[src/rtl/adc_seq_pkg.sv]
package adc_seq_pkg;
  typedef enum logic [1:0] {PWR_OFF, PWR_STAB, PWR_ON} pwr_st_e;
  typedef enum logic [1:0] {SEQ_IDLE, SEQ_REG, SEQ_INJ} seq_st_e;
endpackage

[src/rtl/adc_pwr_ctrl.sv]
module adc_pwr_ctrl
  import adc_seq_pkg::*;
#(
  parameter int STAB_CYCLES = 16
) (
  input  logic clk_i,
  input  logic rst_ni,
  input  logic cke_i,
  input  logic en_wr_i,
  input  logic en_wdata_i,
  output logic powered_o,
  output logic ready_o,
  output logic sw_start_o,
  output logic abort_o
);
  localparam int CNT_W = $clog2(STAB_CYCLES + 1);

  pwr_st_e            st_q;
  logic [CNT_W-1:0]   cnt_q;

  assign abort_o    = en_wr_i & ~en_wdata_i;
  assign sw_start_o = en_wr_i & en_wdata_i & (st_q == PWR_ON);
  assign powered_o  = (st_q != PWR_OFF);
  assign ready_o    = (st_q == PWR_ON);

  always_ff @(posedge clk_i or negedge rst_ni) begin
    if (!rst_ni) begin
      st_q  <= PWR_OFF;
      cnt_q <= '0;
    end else if (abort_o) begin
      st_q  <= PWR_OFF;
      cnt_q <= '0;
    end else begin
      unique case (st_q)
        PWR_OFF: if (en_wr_i && en_wdata_i) begin
          st_q  <= PWR_STAB;
          cnt_q <= CNT_W'(STAB_CYCLES);
        end
        PWR_STAB: if (cke_i) begin
          if (cnt_q <= CNT_W'(1)) st_q <= PWR_ON;
          else                    cnt_q <= cnt_q - CNT_W'(1);
        end
        default: st_q <= PWR_ON;
      endcase
    end
  end
endmodule

[src/rtl/adc_trig_edge.sv]
module adc_trig_edge #(
  parameter int N_SRC = 8,
  parameter int SEL_W = $clog2(N_SRC)
) (
  input  logic             clk_i,
  input  logic             rst_ni,
  input  logic [N_SRC-1:0] trig_i,
  input  logic [SEL_W-1:0] sel_i,
  input  logic             ext_en_i,
  input  logic             sw_i,
  output logic             req_o
);
  logic [N_SRC-1:0] prev_q;

  // every source keeps its own history so a select change makes no false edge
  always_ff @(posedge clk_i or negedge rst_ni) begin
    if (!rst_ni) prev_q <= '0;
    else         prev_q <= trig_i;
  end

  assign req_o = sw_i | (ext_en_i & trig_i[sel_i] & ~prev_q[sel_i]);
endmodule

[src/rtl/adc_conv_fsm.sv]
module adc_conv_fsm
  import adc_seq_pkg::*;
#(
  parameter int IDX_W = 2
) (
  input  logic             clk_i,
  input  logic             rst_ni,
  input  logic             run_i,
  input  logic             reg_req_i,
  input  logic             inj_req_i,
  input  logic [IDX_W-1:0] inj_len_i,
  input  logic             core_done_i,
  output logic             conv_start_o,
  output logic             conv_inj_o,
  output logic [IDX_W-1:0] conv_idx_o,
  output logic             busy_o,
  output logic             reg_wr_o,
  output logic             inj_wr_o,
  output logic             inj_last_o
);
  seq_st_e          st_q;
  logic             reg_pend_q, inj_pend_q, start_q;
  logic [IDX_W-1:0] idx_q;

  assign conv_start_o = start_q;
  assign conv_inj_o   = (st_q == SEQ_INJ);
  assign conv_idx_o   = idx_q;
  assign busy_o       = (st_q != SEQ_IDLE);
  assign reg_wr_o     = run_i & core_done_i & (st_q == SEQ_REG);
  assign inj_wr_o     = run_i & core_done_i & (st_q == SEQ_INJ);
  assign inj_last_o   = inj_wr_o & (idx_q == inj_len_i);

  always_ff @(posedge clk_i or negedge rst_ni) begin
    if (!rst_ni) begin
      st_q       <= SEQ_IDLE;
      reg_pend_q <= 1'b0;
      inj_pend_q <= 1'b0;
      start_q    <= 1'b0;
      idx_q      <= '0;
    end else if (!run_i) begin
      st_q       <= SEQ_IDLE;
      reg_pend_q <= 1'b0;
      inj_pend_q <= 1'b0;
      start_q    <= 1'b0;
      idx_q      <= '0;
    end else begin
      start_q    <= 1'b0;
      reg_pend_q <= reg_pend_q | reg_req_i;
      inj_pend_q <= inj_pend_q | inj_req_i;
      unique case (st_q)
        SEQ_IDLE: begin
          // injected group wins over a pending regular request
          if (inj_pend_q) begin
            st_q       <= SEQ_INJ;
            idx_q      <= '0;
            start_q    <= 1'b1;
            inj_pend_q <= inj_req_i;
          end else if (reg_pend_q) begin
            st_q       <= SEQ_REG;
            start_q    <= 1'b1;
            reg_pend_q <= reg_req_i;
          end
        end
        SEQ_REG: if (core_done_i) st_q <= SEQ_IDLE;
        SEQ_INJ: if (core_done_i) begin
          if (idx_q == inj_len_i) begin
            st_q  <= SEQ_IDLE;
            idx_q <= '0;
          end else begin
            idx_q   <= idx_q + IDX_W'(1);
            start_q <= 1'b1;
          end
        end
        default: st_q <= SEQ_IDLE;
      endcase
    end
  end
endmodule

[src/rtl/adc_seq_ctrl.sv]
module adc_seq_ctrl #(
  parameter int STAB_CYCLES = 16,
  parameter int N_SRC       = 8,
  parameter int SEL_W       = $clog2(N_SRC),
  parameter int INJ_N       = 4,
  parameter int IDX_W       = $clog2(INJ_N),
  parameter int RES_W       = 10,
  parameter int DATA_W      = 16
) (
  input  logic                    clk_i,
  input  logic                    rst_ni,
  input  logic                    cke_i,
  input  logic                    en_wr_i,
  input  logic                    en_wdata_i,
  input  logic                    reg_sw_start_i,
  input  logic                    inj_sw_start_i,
  input  logic                    reg_ext_en_i,
  input  logic                    inj_ext_en_i,
  input  logic [SEL_W-1:0]        reg_sel_i,
  input  logic [SEL_W-1:0]        inj_sel_i,
  input  logic [N_SRC-1:0]        reg_trig_i,
  input  logic [N_SRC-1:0]        inj_trig_i,
  input  logic [IDX_W-1:0]        inj_len_i,
  input  logic                    eoc_clr_i,
  input  logic                    jeoc_clr_i,
  input  logic                    reg_rd_i,
  input  logic                    inj_rd_i,
  input  logic                    core_done_i,
  input  logic [RES_W-1:0]        core_data_i,
  output logic                    conv_start_o,
  output logic                    conv_inj_o,
  output logic [IDX_W-1:0]        conv_idx_o,
  output logic                    powered_o,
  output logic                    ready_o,
  output logic                    busy_o,
  output logic                    eoc_o,
  output logic                    jeoc_o,
  output logic [DATA_W-1:0]       reg_data_o,
  output logic [INJ_N*DATA_W-1:0] inj_data_o
);
  logic pwr_sw_start, abort, run;
  logic reg_req_ext, inj_req, reg_req;
  logic reg_wr, inj_wr, inj_last;

  adc_pwr_ctrl #(.STAB_CYCLES(STAB_CYCLES)) u_pwr (
    .clk_i, .rst_ni, .cke_i, .en_wr_i, .en_wdata_i,
    .powered_o, .ready_o, .sw_start_o(pwr_sw_start), .abort_o(abort)
  );

  assign run = ready_o & ~abort;

  adc_trig_edge #(.N_SRC(N_SRC), .SEL_W(SEL_W)) u_reg_trig (
    .clk_i, .rst_ni, .trig_i(reg_trig_i), .sel_i(reg_sel_i),
    .ext_en_i(reg_ext_en_i), .sw_i(reg_sw_start_i), .req_o(reg_req_ext)
  );

  adc_trig_edge #(.N_SRC(N_SRC), .SEL_W(SEL_W)) u_inj_trig (
    .clk_i, .rst_ni, .trig_i(inj_trig_i), .sel_i(inj_sel_i),
    .ext_en_i(inj_ext_en_i), .sw_i(inj_sw_start_i), .req_o(inj_req)
  );

  assign reg_req = reg_req_ext | pwr_sw_start;

  adc_conv_fsm #(.IDX_W(IDX_W)) u_fsm (
    .clk_i, .rst_ni, .run_i(run), .reg_req_i(reg_req), .inj_req_i(inj_req),
    .inj_len_i, .core_done_i, .conv_start_o, .conv_inj_o, .conv_idx_o,
    .busy_o, .reg_wr_o(reg_wr), .inj_wr_o(inj_wr), .inj_last_o(inj_last)
  );

  // set beats clear on the same edge
  always_ff @(posedge clk_i or negedge rst_ni) begin
    if (!rst_ni) begin
      eoc_o      <= 1'b0;
      jeoc_o     <= 1'b0;
      reg_data_o <= '0;
    end else begin
      if (reg_wr) begin
        eoc_o      <= 1'b1;
        reg_data_o <= DATA_W'(core_data_i);
      end else if (eoc_clr_i || reg_rd_i) begin
        eoc_o <= 1'b0;
      end
      if (inj_last)                     jeoc_o <= 1'b1;
      else if (jeoc_clr_i || inj_rd_i)  jeoc_o <= 1'b0;
    end
  end

  for (genvar g = 0; g < INJ_N; g++) begin : g_inj_slot
    logic [DATA_W-1:0] slot_q;
    always_ff @(posedge clk_i or negedge rst_ni) begin
      if (!rst_ni)                                  slot_q <= '0;
      else if (inj_wr && conv_idx_o == IDX_W'(g))   slot_q <= DATA_W'(core_data_i);
    end
    assign inj_data_o[g*DATA_W +: DATA_W] = slot_q;
  end
endmodule

[config.mk]
export PLATFORM = sky130hd
export DESIGN_NAME = adc_seq_ctrl
export DESIGN_NICKNAME = d
export VERILOG_FILES = /design/src/rtl/adc_seq_pkg.sv /design/src/rtl/adc_pwr_ctrl.sv /design/src/rtl/adc_trig_edge.sv /design/src/rtl/adc_conv_fsm.sv /design/src/rtl/adc_seq_ctrl.sv
export SDC_FILE = /design/constraint.sdc
export NUM_CORES = 1
export LEC_CHECK = 0
export BUFFER_PORTS_ARGS = -buffer_cell sky130_fd_sc_hd__buf_2
export CORE_ASPECT_RATIO = 0.7
export CORE_MARGIN = 2
export CORE_UTILIZATION = 44
export DETAILED_ROUTE_END_ITERATION = 16
export GPL_ROUTABILITY_DRIVEN = 1
export PLACE_DENSITY = 0.79
export SETUP_SLACK_MARGIN = 0.4
export SKIP_LAST_GASP = 1
export SLEW_MARGIN = 20
export SYNTH_ARGS = -nofsm -noshare
export SYNTH_HDL_FRONTEND = slang
export SYNTH_SLANG_ARGS = --single-unit
[constraint.sdc]
create_clock -name clk_i -period 1.9 [get_ports clk_i]
set_clock_uncertainty 0.05 [all_clocks]
set_input_delay 0.19 -clock clk_i [delete_from_list [all_inputs] [get_ports clk_i]]
set_output_delay 0.19 -clock clk_i [all_outputs]
set_load 0.02 [all_outputs]
# Word level (Yosys, flattened, before mapping)
# Index checks and enable logic that the tools add are counted.
[word_totals]
wordCells = 126
latch_bits = 0
mem_count = 0
input_bits = 48
output_inout_bits = 89
mem_bits_ro = 0
regBits = 82
mem_bits_rw = 0
[classes]
multipliers = 0
n_div = 0
mux = 47
order_cmp = 3
reduce_logical = 19
n_bitwise = 21
addsub = 2
eq_ne = 18
n_shift = 0
[op_table]
columns = ["cell", "n"]
rows = [
  ["$mux W2", 14],
  ["$ne A3 B3 Y1 const B", 7],
  ["$mux W1", 20],
  ["$mux W5", 4],
  ["$and A1 B1 Y1", 12],
  ["$bmux W1 S3", 4],
  ["$pmux W5 S2", 1],
  ["$eq A2 B2 Y1 const B", 4],
  ["$lt A3 B4 Y1 const B", 2],
  ["$pmux W2 S2", 2],
  ["$reduce_and A4 Y1", 2],
  ["$reduce_bool A2 Y1", 4],
  ["$eq A2 B1 Y1 const B", 3],
  ["$logic_not A2 Y1", 3],
  ["$ne A3 B2 Y1 const B", 2],
  ["$pmux W2 S3", 1],
  ["$reduce_and A3 Y1", 2],
  ["$le A5 B1 Y1 const B", 1],
  ["$logic_and A1 B1 Y1", 5],
  ["$or A1 B1 Y1", 5],
  ["$sub A5 B1 Y5 const B", 1],
  ["$ne A4 B4 Y1 const B", 1],
  ["$not A1 Y1", 4],
  ["$reduce_bool A3 Y1", 1],
  ["other kinds (4)", 5],
]

# Depth between registers and ports, before layout
[logic_depth]
depth_word = 11
mapped_depth = 6
depth_no_buf = 6

# Modules after synthesis
# A second synthesis with hierarchy kept.
[unflattened]
cells_unflattened = 299
area_unflattened_um2 = 3910.0
[by_module_without_submodules]
columns = ["module", "cells_each", "instances", "area_each_um2"]
rows = [
  ["adc_seq_ctrl", 147, 1, 2279.7],
  ["adc_trig_edge", 32, 2, 364.1],
  ["adc_pwr_ctrl", 48, 1, 476.7],
  ["adc_conv_fsm", 40, 1, 425.4],
]

# Least setup slack after synthesis
# Ideal clock, no wire load.
[synth_path]
path_type = "reg2reg"
start = "register u_pwr.st_q[0]"
end = "register g_inj_slot[3].slot_q[0]"
slack_ps = 11
t_arrival_ps = 1714
synth_period_minus_slack_ps = 1889
n_path_buf = 0
stages_incl_launch_ff = 5
cell_sequence = "dfrtp_1 -> nand2b_2 -> nor4_4 -> nand2_4 -> mux2_4"
[synth_between]
elab_chain_cells = 5
[synth_lines]
columns = ["element", "line_no", "source"]
rows = [
  ["from (decl)", "adc_pwr_ctrl.sv:18", "pwr_st_e st_q;"],
  ["from (signal assigned)", "adc_pwr_ctrl.sv:28", "st_q <= PWR_OFF;"],
  ["from (signal assigned)", "adc_pwr_ctrl.sv:31", "st_q <= PWR_OFF;"],
  ["from (signal assigned)", "adc_pwr_ctrl.sv:36", "st_q <= PWR_STAB;"],
  ["$eq A2 B2 Y1", "adc_pwr_ctrl.sv:24", "assign ready_o = (st_q == PWR_ON);"],
  ["$and A1 B1 Y1", "adc_seq_ctrl.sv:50", "assign run = ready_o & ~abort;"],
  ["$and A1 B1 Y1 (2 in a row)", "adc_conv_fsm.sv:30", "assign inj_wr_o = run_i & core_done_i & (st_q == SEQ_INJ);"],
  ["$logic_and A1 B1 Y1", "adc_seq_ctrl.sv:92", "else if (inj_wr && conv_idx_o == IDX_W'(g)) slot_q <= DATA_W'(core_data_i);"],
  ["to (signal assigned)", "adc_seq_ctrl.sv:92", ""],
  ["to (decl)", "adc_seq_ctrl.sv:89", "logic [DATA_W-1:0] slot_q;"],
]
# Every way passes these cells.
# A chain may end at the register's enable or synchronous reset.

# Final worst setup path
[layout_path]
start = "register u_fsm.st_q[1]"
end = "register g_inj_slot[2].slot_q[7]"
[layout_between]
elab_chain_cells = 3
[layout_lines]
columns = ["element", "line_no", "source"]
rows = [
  ["from (decl)", "adc_conv_fsm.sv:21", "seq_st_e st_q;"],
  ["from (signal assigned)", "adc_conv_fsm.sv:35", "st_q <= SEQ_IDLE;"],
  ["from (signal assigned)", "adc_conv_fsm.sv:41", "st_q <= SEQ_IDLE;"],
  ["from (signal assigned)", "adc_conv_fsm.sv:54", "st_q <= SEQ_INJ;"],
  ["$eq A2 B2 Y1", "adc_conv_fsm.sv:30", ""],
  ["$and A1 B1 Y1", "adc_conv_fsm.sv:30", ""],
  ["$logic_and A1 B1 Y1", "adc_seq_ctrl.sv:92", ""],
  ["to (signal assigned)", "adc_seq_ctrl.sv:92", ""],
  ["to (decl)", "adc_seq_ctrl.sv:89", ""],
]
# Every way passes these cells.

==> results.txt <==
status: finished clean
layout cells sized above 1: 0.502
FFs w/ async S/R, synth: 1.00
worst hold path type: input pin to register
Starting DRT DRC Count: 96
post-route cell area: 0.00496 mm²
Max-slew headroom: 0.606
width of the chip: 113 µm
Inst Count DP: 490
Post-Syn Area: 0.00365 mm²
CTS sink cnt: 82
initial core utilization: 0.460
Synth Register Bits: 82
multi-input logic area: 0.00156 mm²
Die ar.: 0.00905 mm²
dpl cell area: 0.00426 mm²
sequential area share after synthesis: 0.562
ys flop type: dfrtp_1
Register Area: 0.00206 mm²
Syn-to-layout area delta: 36.1%
initial antenna violation count: 0
Ys Warns: 0
core box area: 0.00794 mm²
largest net degree at the start of global routing: 47
Post-Place Worst Slack: 0.236 ns
post-DR vias/cell: 4.97
dominant cells by area after synthesis: dfrtp_1, mux2_2, buf_4
fill count: 619
Pre-Repair DR Iteration Count: 4
sum of negative setup slack: 0 ns
crit path kind: register to register
Syn Area/Cell: 13.1 µm²
Final WS setup: 0.323 ns
Nets: 481
Max Buffers Root-to-Sink: 2
worst stage delay on the critical path: 0.40 ns
RSZ-0062 raised after global routing: true
Worst Setup Start Kind: register
die height: 80.2 µm
Cell Rows: 27
area share of the largest cell type after synthesis: 0.562
Max IR drop VDD: 0.431 mV
n_diodes: 0
routed len/inst: 16.1 µm
Worst-path clk slew: 0.06 ns
global route total overflow: 0
Final Hold Viols: 0
CP max FO: 10
Slew @ Worst Pin: 0.591 ns
max-slew violations: 0
Critical Path AT: 1.74 ns
Critical Path, Cell by Cell: nand2_2, nor4_4, buf_6, nand2_8, mux2_4
vias in the first global route: 2,718
Critical Path RT: 2.06 ns
CTS root buf: clkbuf_16
commonest non-fill, non-tap cell in the layout: buf_2
maxcap violations: 0
WL final: 8.56 mm
commonest cells after routing, fill and taps aside: buf_2, dfrtp_1, mux2_2
Setup violations, final: 0
CTS tree: yes
HPWL Detailed: 5.93 mm
PwrDens: 984 mW/mm²
num ports: 137
slowest CP cell: dfrtp_2
# H-tree levels: 3
EDFF count, synth: 0
Leak Pwr: 2.66 nW
Final period util: 0.830
gr usage total: 0.196
DRC violation count after routing: 0
global-route wire length before repair: 13.6 mm
vias: 2,651
crit end category: register
post-route ant nets: 0
maximum clock rate: 0.634 GHz
IO Port Bufs: 106
Netlist cell types: 43
Final Non-Filler Cells: 533
clk_lat worst skew: 0.33 ns
Yosys top cell by area: dfrtp_1
Num CTS Buffers: 9
Synth Instances: 279
total power: 4.89 mW
Final GP Congestion: 0.784
minimum clock period: 1.58 ns
[metal layers]
layer	track usage	routed length (µm)
met3	0.0604	490
met4	0.0622	138
met2	0.323	4170
met5	0	0
met1	0.249	3760
[flip-flops by register name, summed over array words and instances (netlist names)]
name and count:
u_pwr.st_q 2, u_fsm.inj_pend_q 1, jeoc_o 1, g_inj_slot.slot_q 40, u_fsm.conv_start_o 1, u_fsm.st_q 2, u_reg_trig.prev_q 8, u_fsm.reg_pend_q 1
u_pwr.cnt_q 5, eoc_o 1, u_fsm.conv_idx_o 2, reg_data_o 10, u_inj_trig.prev_q 8
[cell type report]
cell class,count,share of cell area
sequential,82,0.414
multi-input combinational,184,0.313
timing repair buffer,140,0.172
clock buffer,12,0.0476
tap,101,0.0255
clock inverter,4,0.0199
inverter,10,0.00756
[worst max-delay path: cells and delay by family, from the launching register on]
family        cells  cell delay (ns)
buf+inv           1             0.23
flops             1             0.40
mux               1             0.31
simple gates      3             0.46
[stage by stage]
step                       util  hold slack, ns
after floorplan               -          -0.156
after global placement    0.536           0.189
after detailed placement  0.536           0.189
after CTS                 0.619          0.0506
after global routing      0.625          0.0689
final                     0.625          0.0582
[cells by family after synthesis]
group,share of synthesized area
xor+xnor,0.00960
other cells,0.00103
mux,0.176
buf+inv,0.0744
fa+ha+maj,0.0206
compound gates,0.0631
simple gates,0.0933
flops,0.562
[synthesized netlist by cell type, types with 3 or more instances]
library cell  number
nand2b_1           4
nand2_4            4
mux2_2            42
o21ai_0            6
o2bb2ai_1          3
dfrtp_1           82
a21oi_1            3
ha_1               6
nor2b_1            3
inv_1             10
mux2i_1            4
nor3_1             7
buf_4             30
nand2_1           13
nor2_1            12
o2111ai_1          4
or3b_2             4
mux2_4             7
[repair_timing]
item | in CTS | in global routing
pin swaps | 3 | 5
hold buffers | 17 | 0
setup buffers | 9 | 1
setup endpoints to repair | 57 | 65
hold endpoints to repair | 59 | 0
gates resized for setup | 19 | 13
[path summary, 6_finish.rpt]
check,start,to,slack (ns),cells past startpoint
setup / recovery,u_fsm.st_q[1]$_DFFE_PN0P_,g_inj_slot[2].slot_q[7]$_DFFE_PN0P_,0.32,5
hold / removal,eoc_clr_i,eoc_o$_DFFE_PN0P_,0.06,4
setup reg to reg,u_fsm.st_q[1]$_DFFE_PN0P_,g_inj_slot[2].slot_q[7]$_DFFE_PN0P_,0.32,5
hold reg to reg,eoc_o$_DFFE_PN0P_,eoc_o$_DFFE_PN0P_,0.43,2
max in group asynchronous,rst_ni,g_inj_slot[0].slot_q[3]$_DFFE_PN0P_,0.80,3
min in group asynchronous,rst_ni,u_reg_trig.prev_q[5]$_DFF_PN0_,0.35,2
[power by group]
| group | internal [mW] | leakage (nW) | switching, mW |
|---|---|---|---|
| Combinational | 0.472 | 1.40 | 0.498 |
| Clock | 1.29 | 0.161 | 0.670 |
| Sequential | 1.85 | 1.09 | 0.110 |
(Power assumes the default switching activity.)
